<file path="config.mk">
export PLATFORM = sky130hd
export DESIGN_NAME = hbridge_ctrl
export DESIGN_NICKNAME = d
export VERILOG_FILES = /design/src/rtl/hbc_pkg.sv /design/src/rtl/hbc_serial.sv /design/src/rtl/hbc_sc_timer.sv /design/src/rtl/hbridge_ctrl.sv
export SDC_FILE = /design/constraint.sdc
export NUM_CORES = 1
export LEC_CHECK = 0
export BUFFER_PORTS_ARGS = -buffer_cell sky130_fd_sc_hd__buf_2
export CAP_MARGIN = 20
export CORE_MARGIN = 1
export CORE_UTILIZATION = 39
export CTS_BUF_LIST = sky130_fd_sc_hd__clkbuf_2 sky130_fd_sc_hd__clkbuf_4 sky130_fd_sc_hd__clkbuf_8
export DETAILED_ROUTE_END_ITERATION = 10
export PLACE_DENSITY = 0.65
export SYNTH_ARGS = -nofsm -noshare
export SYNTH_HDL_FRONTEND = slang
export SYNTH_SLANG_ARGS = --single-unit
</file>
<file path="constraint.sdc">
create_clock -name clk -period 3.2 [get_ports clk]
set_input_delay 0.32 -clock clk [delete_from_list [all_inputs] [get_ports clk]]
set_output_delay 0.32 -clock clk [all_outputs]
set_load 0.01 [all_outputs]
</file>
<file path="src/rtl/hbc_pkg.sv">
// Shared constants for the half-bridge controller: word width, channel
// count and the bit positions that the command and status words use.
package hbc_pkg;
    localparam int WORD_W    = 16;
    localparam int NCH       = 6;
    // command word fields
    localparam int CMD_LS0   = 6;
    localparam int CMD_RST   = 12;
    localparam int CMD_LONG  = 13;
    localparam int CMD_OLOFF = 14;
    localparam int CMD_RUN   = 15;
    // status word fields
    localparam int ST_OL0    = 6;
    localparam int ST_TEMP   = 12;
    localparam int ST_SC     = 13;
    localparam int ST_STBY   = 14;
endpackage

</file>
<file path="src/rtl/hbc_serial.sv">
// Serial front end. It synchronizes select, clock and data into clk,
// shifts commands in LSB first on sclk rise, and shifts the status out
// LSB first on sclk fall. It pulses word_vld at the select rise when
// exactly W bits were received.
// Assumes serial edges are several clk periods apart.
module hbc_serial #(
    parameter int W = 16
) (
    input  logic         clk,
    input  logic         rst_n,
    input  logic         sclk_i,
    input  logic         sel_n_i,
    input  logic         sdi_i,
    input  logic [W-1:0] status_i,
    output logic         sdo_o,
    output logic         sdo_oe_o,
    output logic [W-1:0] word_o,
    output logic         word_vld_o
);
    localparam int CW = $clog2(W + 2);

    logic [2:0]    sck_q;
    logic [2:0]    cs_q;
    logic [1:0]    di_q;
    logic [W-1:0]  in_sr;
    logic [W-1:0]  out_sr;
    logic [CW-1:0] bit_cnt;

    logic sck_rise, sck_fall, cs_fall, cs_rise, sel;

    // Synchronizer and edge-history registers for the serial pins.
    always_ff @(posedge clk) begin
        if (!rst_n) begin
            sck_q <= '0;
            cs_q  <= '1;
            di_q  <= '0;
        end else begin
            sck_q <= {sck_q[1:0], sclk_i};
            cs_q  <= {cs_q[1:0], sel_n_i};
            di_q  <= {di_q[0], sdi_i};
        end
    end

    assign sck_rise = sck_q[1] & ~sck_q[2];
    assign sck_fall = ~sck_q[1] & sck_q[2];
    assign cs_fall  = ~cs_q[1] & cs_q[2];
    assign cs_rise  = cs_q[1] & ~cs_q[2];
    assign sel      = ~cs_q[1];

    // Shift registers and the bit counter for one frame.
    always_ff @(posedge clk) begin
        if (!rst_n) begin
            in_sr   <= '0;
            out_sr  <= '0;
            bit_cnt <= '0;
        end else if (cs_fall) begin
            out_sr  <= status_i;
            bit_cnt <= '0;
        end else begin
            if (sel && sck_rise) begin
                in_sr <= {di_q[1], in_sr[W-1:1]};
                if (bit_cnt != CW'(W + 1))
                    bit_cnt <= bit_cnt + 1'b1;
            end
            if (sel && sck_fall)
                out_sr <= {1'b0, out_sr[W-1:1]};
        end
    end

    // Frame-complete strobe at the end of the select.
    always_ff @(posedge clk) begin
        if (!rst_n) word_vld_o <= 1'b0;
        else        word_vld_o <= cs_rise && (bit_cnt == CW'(W));
    end

    assign word_o   = in_sr;
    assign sdo_o    = out_sr[0];
    assign sdo_oe_o = sel;
endmodule

</file>
<file path="src/rtl/hbc_sc_timer.sv">
// Per-bridge short-circuit timers. A bridge trips after its overcurrent
// flag stays high for lim_m1+1 consecutive cycles. The count restarts
// when the flag drops, and a trip holds until clr.
// Assumes oc is synchronous to clk.
module hbc_sc_timer #(
    parameter int NCH   = 6,
    parameter int CNT_W = 18
) (
    input  logic             clk,
    input  logic             rst_n,
    input  logic [NCH-1:0]   oc,
    input  logic [CNT_W-1:0] lim_m1,
    input  logic             clr,
    output logic [NCH-1:0]   dis
);
    for (genvar g = 0; g < NCH; g++) begin : g_ch
        logic [CNT_W-1:0] cnt;

        // Persistence counter and trip latch for one bridge.
        always_ff @(posedge clk) begin
            if (!rst_n || clr) begin
                cnt    <= '0;
                dis[g] <= 1'b0;
            end else if (dis[g] || !oc[g]) begin
                cnt <= '0;
            end else if (cnt >= lim_m1) begin
                cnt    <= '0;
                dis[g] <= 1'b1;
            end else begin
                cnt <= cnt + 1'b1;
            end
        end
    end
endmodule

</file>
<file path="src/rtl/hbridge_ctrl.sv">
// Top of the half-bridge controller. It holds the applied command, gates
// the enables by shoot-through, trip, standby and the inhibit pin, and
// assembles the status word.
// Assumes CYC_PER_MS clock cycles per millisecond.
module hbridge_ctrl
    import hbc_pkg::*;
#(
    parameter int CYC_PER_MS = 10000
) (
    input  logic           clk,
    input  logic           rst_n,
    input  logic           sclk,
    input  logic           sel_n,
    input  logic           sdi,
    output logic           sdo,
    output logic           sdo_oe,
    input  logic           inh,
    input  logic [NCH-1:0] oc_flag,
    input  logic [NCH-1:0] ol_flag,
    input  logic           temp_warn,
    output logic [NCH-1:0] hs_en,
    output logic [NCH-1:0] ls_en,
    output logic           ol_det_en,
    output logic           sc_long
);
    localparam int LONG_CYC  = 12 * CYC_PER_MS;
    localparam int SHORT_CYC = (3 * CYC_PER_MS) / 2;
    localparam int CNT_W     = $clog2(LONG_CYC + 1);

    logic [WORD_W-1:0] word, cmd, status;
    logic              word_vld, word_rst, run, sc_flag;
    logic [NCH-1:0]    dis, hs_cmd, ls_cmd;
    logic [CNT_W-1:0]  lim_m1;

    hbc_serial #(.W(WORD_W)) u_ser (
        .clk(clk), .rst_n(rst_n), .sclk_i(sclk), .sel_n_i(sel_n), .sdi_i(sdi),
        .status_i(status), .sdo_o(sdo), .sdo_oe_o(sdo_oe),
        .word_o(word), .word_vld_o(word_vld)
    );

    // Applied command register, loaded only on a complete frame.
    always_ff @(posedge clk) begin
        if (!rst_n)        cmd <= '0;
        else if (word_vld) cmd <= word & ~(WORD_W'(1) << CMD_RST);
    end

    assign word_rst = word_vld & word[CMD_RST];
    assign lim_m1   = cmd[CMD_LONG] ? CNT_W'(LONG_CYC - 1) : CNT_W'(SHORT_CYC - 1);

    hbc_sc_timer #(.NCH(NCH), .CNT_W(CNT_W)) u_tmr (
        .clk(clk), .rst_n(rst_n), .oc(oc_flag), .lim_m1(lim_m1),
        .clr(word_rst), .dis(dis)
    );

    // Gate the enables and assemble the status word.
    always_comb begin
        hs_cmd = cmd[NCH-1:0];
        ls_cmd = cmd[CMD_LS0 +: NCH];
        run    = cmd[CMD_RUN] & inh;
        hs_en  = run ? (hs_cmd & ~ls_cmd & ~dis) : '0;
        ls_en  = run ? (ls_cmd & ~hs_cmd & ~dis) : '0;
        sc_flag = |dis;
        status = '0;
        status[NCH-1:0]       = hs_en | ls_en;
        status[ST_OL0 +: NCH] = cmd[CMD_OLOFF] ? '0 : ol_flag;
        status[ST_TEMP]       = temp_warn;
        status[ST_SC]         = sc_flag;
        status[ST_STBY]       = ~run;
    end

    assign ol_det_en = ~cmd[CMD_OLOFF];
    assign sc_long   = cmd[CMD_LONG];
endmodule

</file>
==> qor.csv, run 1 <==
stage;metric;value;unit
power;Max VDD drop;0.2076;mV
logic_synthesis;Netlist Area Pre-Place;8378;µm²
setup_path;Req. time, crit path;3.57;ns
global_routing;vias in the first global route;5917;
routing;Total Routed Length;16.14;mm
logic_synthesis;Seq/Total Area, Yosys;40.14;%
timing;Tmin final;2.500;ns
final_layout;Fillers;2065;
timing;Final Hold Vio Count;0;
die;Rows;53;
min_path;HP Class;in2reg;
clocking;clock-pin slew on the worst setup and hold paths;0.08;ns
clocking;CTS tree;built;
timing;RSZ-0062 raised after global routing;false;
timing;total negative setup slack;0;ns
clocking;Worst-Skew Late Latency;0.45;ns
clocking;CTS sink count;168;
setup_path;crit-path leading delay family;simple AND/OR/NAND/NOR gates;
routing;Remaining DRCs;0;
power;Power per Cell Area;409.9;nW/µm²
final_layout;most frequent cells in the layout;dfxtp_1 (168), nor2_1 (142), nand2_1 (90);
clocking;CTS Buf Count;17;
logic_synthesis;post-synth cell types;55;
logic_synthesis;Async SR Flop Fraction;0;%
routing;vias;6411;
logic_synthesis;EDFF count, synth;0;
placement;HPWL Detailed;11.41;mm
power;Leak Pwr;3.467;nW
placement;Port Buffers;34;
logic_synthesis;Yosys reg bits;168;
setup_path;Setup crit start kind;register;
global_routing;first-pass GRT wire length;27.58;mm
setup_path;peak fanout along the critical path;18;
logic_synthesis;YS warnings;0;
setup_path;crit path DAT;2.87;ns
clocking;postcts setup bufs;0;
timing;part of the cycle the worst path needs;78.13;%
routing;WL per Instance;12.74;µm
placement;placed cell count;1235;
logic_synthesis;syn_nets;1034;
logic_synthesis;Main synth FF type;dfxtp_1;
final_layout;# nets final;1062;
final_layout;layout cells sized above 1;8.065;%
logic_synthesis;gate count after technology mapping;952;
routing;post-route ant nets;0;
setup_path;crit end category;register;
setup_path;Crit Path Class;reg2reg;
timing;worst slew pin tran;0.9973;ns
setup_path;reg2reg setup slack;0.70;ns
timing;Max Fclk;0.4000;GHz
die;Starting Density;39.85;%
final_layout;area occupied by multi-input gates;4750;µm²
setup_path;crit path cell chain;inv_1, buf_4, ha_1, and3_1, nor4_1, nor4b_1, or4b_1, a21oi_1;
global_routing;initial antenna violation count;0;
final_layout;most common cell after layout, fill and taps aside;dfxtp_1;
global_routing;largest net degree at the start of global routing;57;
final_layout;FF+latch area;3363;µm²
setup_path;CP max stage cell;or4b_1;
timing;clk_skew;0.01087;ns
global_routing;total gr overflow;0;
timing;Hold Slack;0.06118;ns
clocking;Resize count post-CTS;0;
clocking;clk buf depth;2;
die;Die Y;148.6;µm
logic_synthesis;Mean Syn Cell Area;8.800;µm²
timing;final setup violation count;0;
job;Max-Cap Viols;0;
clocking;CTS Hold Bufs;0;
routing;DR pass1 iterations;4;
die;DIE AREA;22070;µm²
die;I/O Pins;35;
global_routing;gr usage total;15.26;%
routing;initial DRC count;268;
die;Die Wd;148.6;µm
placement;RD Place Congestion;0.7925;
setup_path;Worst path max stage delay;0.84;ns
routing;vias per inst;5.060;
final_layout;Final Non-Filler Cells;1267;
timing;Final Max Tran Viols;0;
timing;relative slew slack;33.51;%
clocking;Root Buffer;clkbuf_8;
setup_path;CP bufs+invs;2;
die;core area;21020;µm²
status;outcome;completed;
final_layout;Ant. Diodes;0;
final_layout;Area Overhead vs Synth;9.842;%
clocking;H-tree levels;4;
==> through the flow <==
step           total power, mW  area [µm²]  utilization (%)  setup WS, ns
2_1_floorplan            2.252        8378                -      0.007487
3_3_place_gp             2.277        8773            41.74        0.7343
3_5_place_dp             2.278        8773            41.74        0.6911
4_1_cts                  3.829        9188            43.71        0.6834
5_1_grt                  3.929        9203            43.78        0.4822
6_report                 3.772        9203            43.78        0.6999
==> kinds of logic (layout without fill, tap and decap cells) <==
group | after synthesis | after routing | share of synthesized area, %
AOI/OAI and AO/OA | 112 | 112 | 9.439
xor gates and xnor gates | 99 | 99 | 10.35
adders and majority gates | 63 | 63 | 9.409
buffers and inverters | 59 | 99 | 3.211
DFF | 168 | 168 | 40.14
muxes | 18 | 18 | 2.151
and+or+nand+nor | 433 | 433 | 25.30
==> flip-flops by register name, summed over array words and instances (netlist names) <==
signal / cells
u_ser.bit_cnt: 5
u_ser.word_vld_o: 1
cmd: 15
u_tmr.g_ch.cnt: 102
u_ser.cs_q: 3
u_tmr.dis: 6
u_ser.sck_q: 3
u_ser.di_q: 2
u_ser.word_o: 16
u_ser.out_sr: 15
==> path summary, 6_finish.rpt <==
path | from | to | depth (start not counted)
worst max register to register | cmd[13]$_SDFFE_PN0P_ | u_tmr.g_ch[1].cnt[5]$_SDFF_PP0_ | 8
worst max-delay path | cmd[13]$_SDFFE_PN0P_ | u_tmr.g_ch[1].cnt[5]$_SDFF_PP0_ | 8
worst min-delay path | sel_n | u_ser.cs_q[0]$_SDFF_PN1_ | 2
worst min register to register | u_ser.cs_q[0]$_SDFF_PN1_ | u_ser.cs_q[1]$_SDFF_PN1_ | 1
==> where the power goes <==
group          internal (mW)  switching, mW  leakage (nW)  total, mW
combinational         0.0414         0.0638          1.90      0.105
sequential              2.11         0.0139          1.36       2.12
clock                  0.820          0.724         0.209       1.54
==> layout make-up <==
type                            instances  area share [%]
Multi-Input combinational cell        725           51.61
Clock inverter                          6          0.9653
Clock buffer                           25           3.535
Timing Repair Buffer                   41           2.502
Tap cell                              275           3.739
Inverter                               27           1.101
Sequential cell                       168           36.55
==> metal layers <==
metal	share of wire [%]	global-route usage [%]
met1	52	20.25
met2	45	24.79
met3	2.1	2.270
met4	1.5	6.031
met5	0	0
==> Yosys cell counts (4+ instances only) <==
master,instances,area share (%)
a211o_1,4,0.42
o311ai_0,6,0.63
a21oi_1,24,1.4
and3_1,24,1.8
mux2i_1,18,2.2
a211oi_1,5,0.45
nand4b_1,4,0.42
dfxtp_1,168,40
nor4b_1,15,1.6
buf_2,8,0.48
and2_1,6,0.45
xnor2_1,56,5.9
nand4_1,20,1.5
inv_1,27,1.2
nor2b_1,18,1.3
a21boi_0,16,1.4
o211a_1,12,1.4
nor2_1,142,6.4
nand2_1,90,4.0
nor4_1,17,1.3
nor3_1,17,1.0
xor2_1,43,4.5
a21o_1,4,0.36
o21ai_0,18,1.1
nand3_1,57,3.4
o211ai_1,5,0.45
clkbuf_1,16,0.72
nand2b_1,5,0.37
ha_1,63,9.4
==> worst reg2reg max path, cell delays in order, from the launching register on <==
cell	delay, ns
dfxtp_1	0.33
inv_1	0.05
buf_4	0.21
ha_1	0.33
and3_1	0.16
nor4_1	0.18
nor4b_1	0.11
or4b_1	0.84
a21oi_1	0.22
Power figures use the tool's default switching activity.
==> run 2, diff against run 1 <==
==> constraint.sdc (replaced) <==
create_clock -name clk -period 2.1 [get_ports clk]
set_input_delay 0.21 -clock clk [delete_from_list [all_inputs] [get_ports clk]]
set_output_delay 0.21 -clock clk [all_outputs]
set_load 0.01 [all_outputs]
==> qor.csv, run 2 (same netlist as run 1, synthesis figures left out) <==
stage;metric;value;unit
timing;Final Max Tran Viols;0;
setup_path;Worst path max stage delay;0.51;ns
routing;WL per Instance;13.23;µm
timing;total negative setup slack;-7.496;ns
final_layout;Largest Register;u_tmr.g_ch.cnt;
power;Power per Cell Area;583.1;nW/µm²
power;combinational share of power;3.5;%
power;Max VDD drop;0.3832;mV
final_layout;layout cells sized above 1;16.04;%
clocking;Worst-Skew Late Latency;0.46;ns
setup_path;crit end category;register;
die;core area;21020;µm²
final_layout;final instance area;9883;µm²
final_layout;# nets final;1105;
final_layout;most common cell after layout, fill and taps aside;dfxtp_1;
routing;post-route ant nets;0;
timing;Tmin final;2.300;ns
setup_path;most used cell, CP;buf_6;
power;sequential share of power;56.1;%
setup_path;CP max stage cell;or4_4;
power;Leak Pwr;3.732;nW
clocking;CTS tree;built;
placement;placed cell area;9055;µm²
placement;HPWL Detailed;12.22;mm
global_routing;first-pass GRT wire length;29.41;mm
setup_path;crit path cell chain;clkinvlp_4, buf_6, ha_1, and4b_4, a211oi_2, a21oi_2, or4_4, buf_6, nor2_1;
timing;worst slew pin tran;0.5644;ns
clocking;CTS Buf Count;17;
power;Switching Fraction;21.86;%
setup_path;Crit Path Class;reg2reg;
power;clock power share;40.3;%
setup_path;peak fanout along the critical path;11;
final_layout;final core occ;47.02;%
routing;Remaining DRCs;0;
clocking;clock-pin slew on the worst setup and hold paths;0.08;ns
placement;Port Buffers;34;
final_layout;most frequent cells in the layout;dfxtp_1 (167), nor2_1 (136), nand2_1 (88);
timing;final setup violation count;68;
die;Starting Density;39.85;%
final_layout;Fillers;1969;
clocking;H-tree levels;4;
placement;placed cell count;1269;
setup_path;Req. time, crit path;2.50;ns
timing;relative slew slack;62.28;%
global_routing;vias in the first global route;6345;
global_routing;initial antenna violation count;0;
die;DIE AREA;22070;µm²
status;outcome;complete, but fails checks;
placement;RD Place Congestion;0.7628;
status;failing checks;negative setup slack;
final_layout;Ant. Diodes;0;
die;Die Wd;148.6;µm
power;total power;5.763;mW
clocking;Root Buffer;clkbuf_8;
setup_path;crit path DAT;2.70;ns
routing;initial DRC count;250;
timing;RSZ-0062 raised after global routing;true;
timing;Final Hold Vio Count;0;
die;Die Y;148.6;µm
setup_path;crit-path leading delay family;simple AND/OR/NAND/NOR gates;
power;cell-internal power;4.503;mW
final_layout;Area Overhead vs Synth;17.97;%
power;NetSw;1.260;mW
timing;fin worst setup slack;-0.1998;ns
routing;vias per inst;5.083;
routing;DR pass1 iterations;4;
routing;Total Routed Length;17.34;mm
setup_path;Setup crit start kind;register;
routing;vias;6659;
global_routing;largest net degree at the start of global routing;57;
job;Max-Cap Viols;0;
die;I/O Pins;35;
clocking;CTS sink count;168;
global_routing;gr usage total;16.39;%
clocking;clk buf depth;2;
setup_path;CP bufs+invs;3;
timing;part of the cycle the worst path needs;109.5;%
timing;clk_skew;0.01082;ns
final_layout;Final Non-Filler Cells;1310;
global_routing;total gr overflow;0;
die;Rows;53;
timing;Max Fclk;0.4348;GHz
final_layout;number of flip-flops in the largest register;102;
min_path;HP Class;in2reg;
[run 2: cell count changes in the layout (fill, tap and decap cells not counted), sizes merged]
cell	delta
inv	-1
buf	+40
clkinv	+2
clkbuf	-2
dlygate4sd3	+3
clkinvlp	+1
[run 2: stage by stage]
stage	setup slack, ns	hold WS (ns)
final	-0.1998	0.03013
after global routing	-0.2755	0.02733
after CTS	-0.1953	0.01076
after detailed placement	-0.2289	0.3972
after global placement	-0.1717	0.4013
after floorplan	-0.6984	0.3115
[run 2: worst register-to-register path: stages, from the launching register on]
cell	delay (ns)
dfxtp_4	0.36
clkinvlp_4	0.12
buf_6	0.17
ha_1	0.29
and4b_4	0.21
a211oi_2	0.20
a21oi_2	0.09
or4_4	0.51
buf_6	0.16
nor2_1	0.12
[run 2: worst paths after layout]
path	startpoint	endpoint	slack, ns	cells after the start
max	cmd[13]$_SDFFE_PN0P_	u_tmr.g_ch[2].cnt[12]$_SDFF_PP0_	-0.20	9
min	oc_flag[2]	u_tmr.dis[2]$_SDFFE_PP0P_	0.03	3
max reg2reg	cmd[13]$_SDFFE_PN0P_	u_tmr.g_ch[2].cnt[12]$_SDFF_PP0_	-0.20	9
min reg2reg	u_ser.cs_q[0]$_SDFF_PN1_	u_ser.cs_q[1]$_SDFF_PN1_	0.42	1
[run 2: timing repair]
action	4_1_cts	5_1_grt
pin swaps	4	10
gates cloned	3	0
hold buffers	3	0
buffers inserted	3	2
setup endpoints to repair	107	105
endpoints found under the hold margin	3	0
resized for setup	25	39
[run 2: power groups by stage]
stage | registers (mW) | logic (mW) | clock network [mW]
after floorplan | 3.30 | 0.127 | 0
after global placement | 3.31 | 0.182 | 0
after CTS | 3.23 | 0.199 | 2.40
after global routing | 3.24 | 0.226 | 2.54
final | 3.23 | 0.203 | 2.33
after detailed placement | 3.31 | 0.182 | 0
[run 2: layout make-up]
type	instances	area [µm²]	area share, %
flip-flops and latches	168	3367	34.07
clock buffers	23	304.0	3.076
well taps	275	344.1	3.481
multi-input cells	725	5054	51.13
clock inverters	8	95.09	0.9621
repair buffers	84	614.3	6.216
inverters	27	105.1	1.063
[run 2: per-layer routing]
layer / GRT usage [%] / part of all wire [%]
met1: 20.38 / 48
met3: 3.957 / 2.9
met4: 4.433 / 0.83
met2: 28.08 / 48
met5: 0 / 0
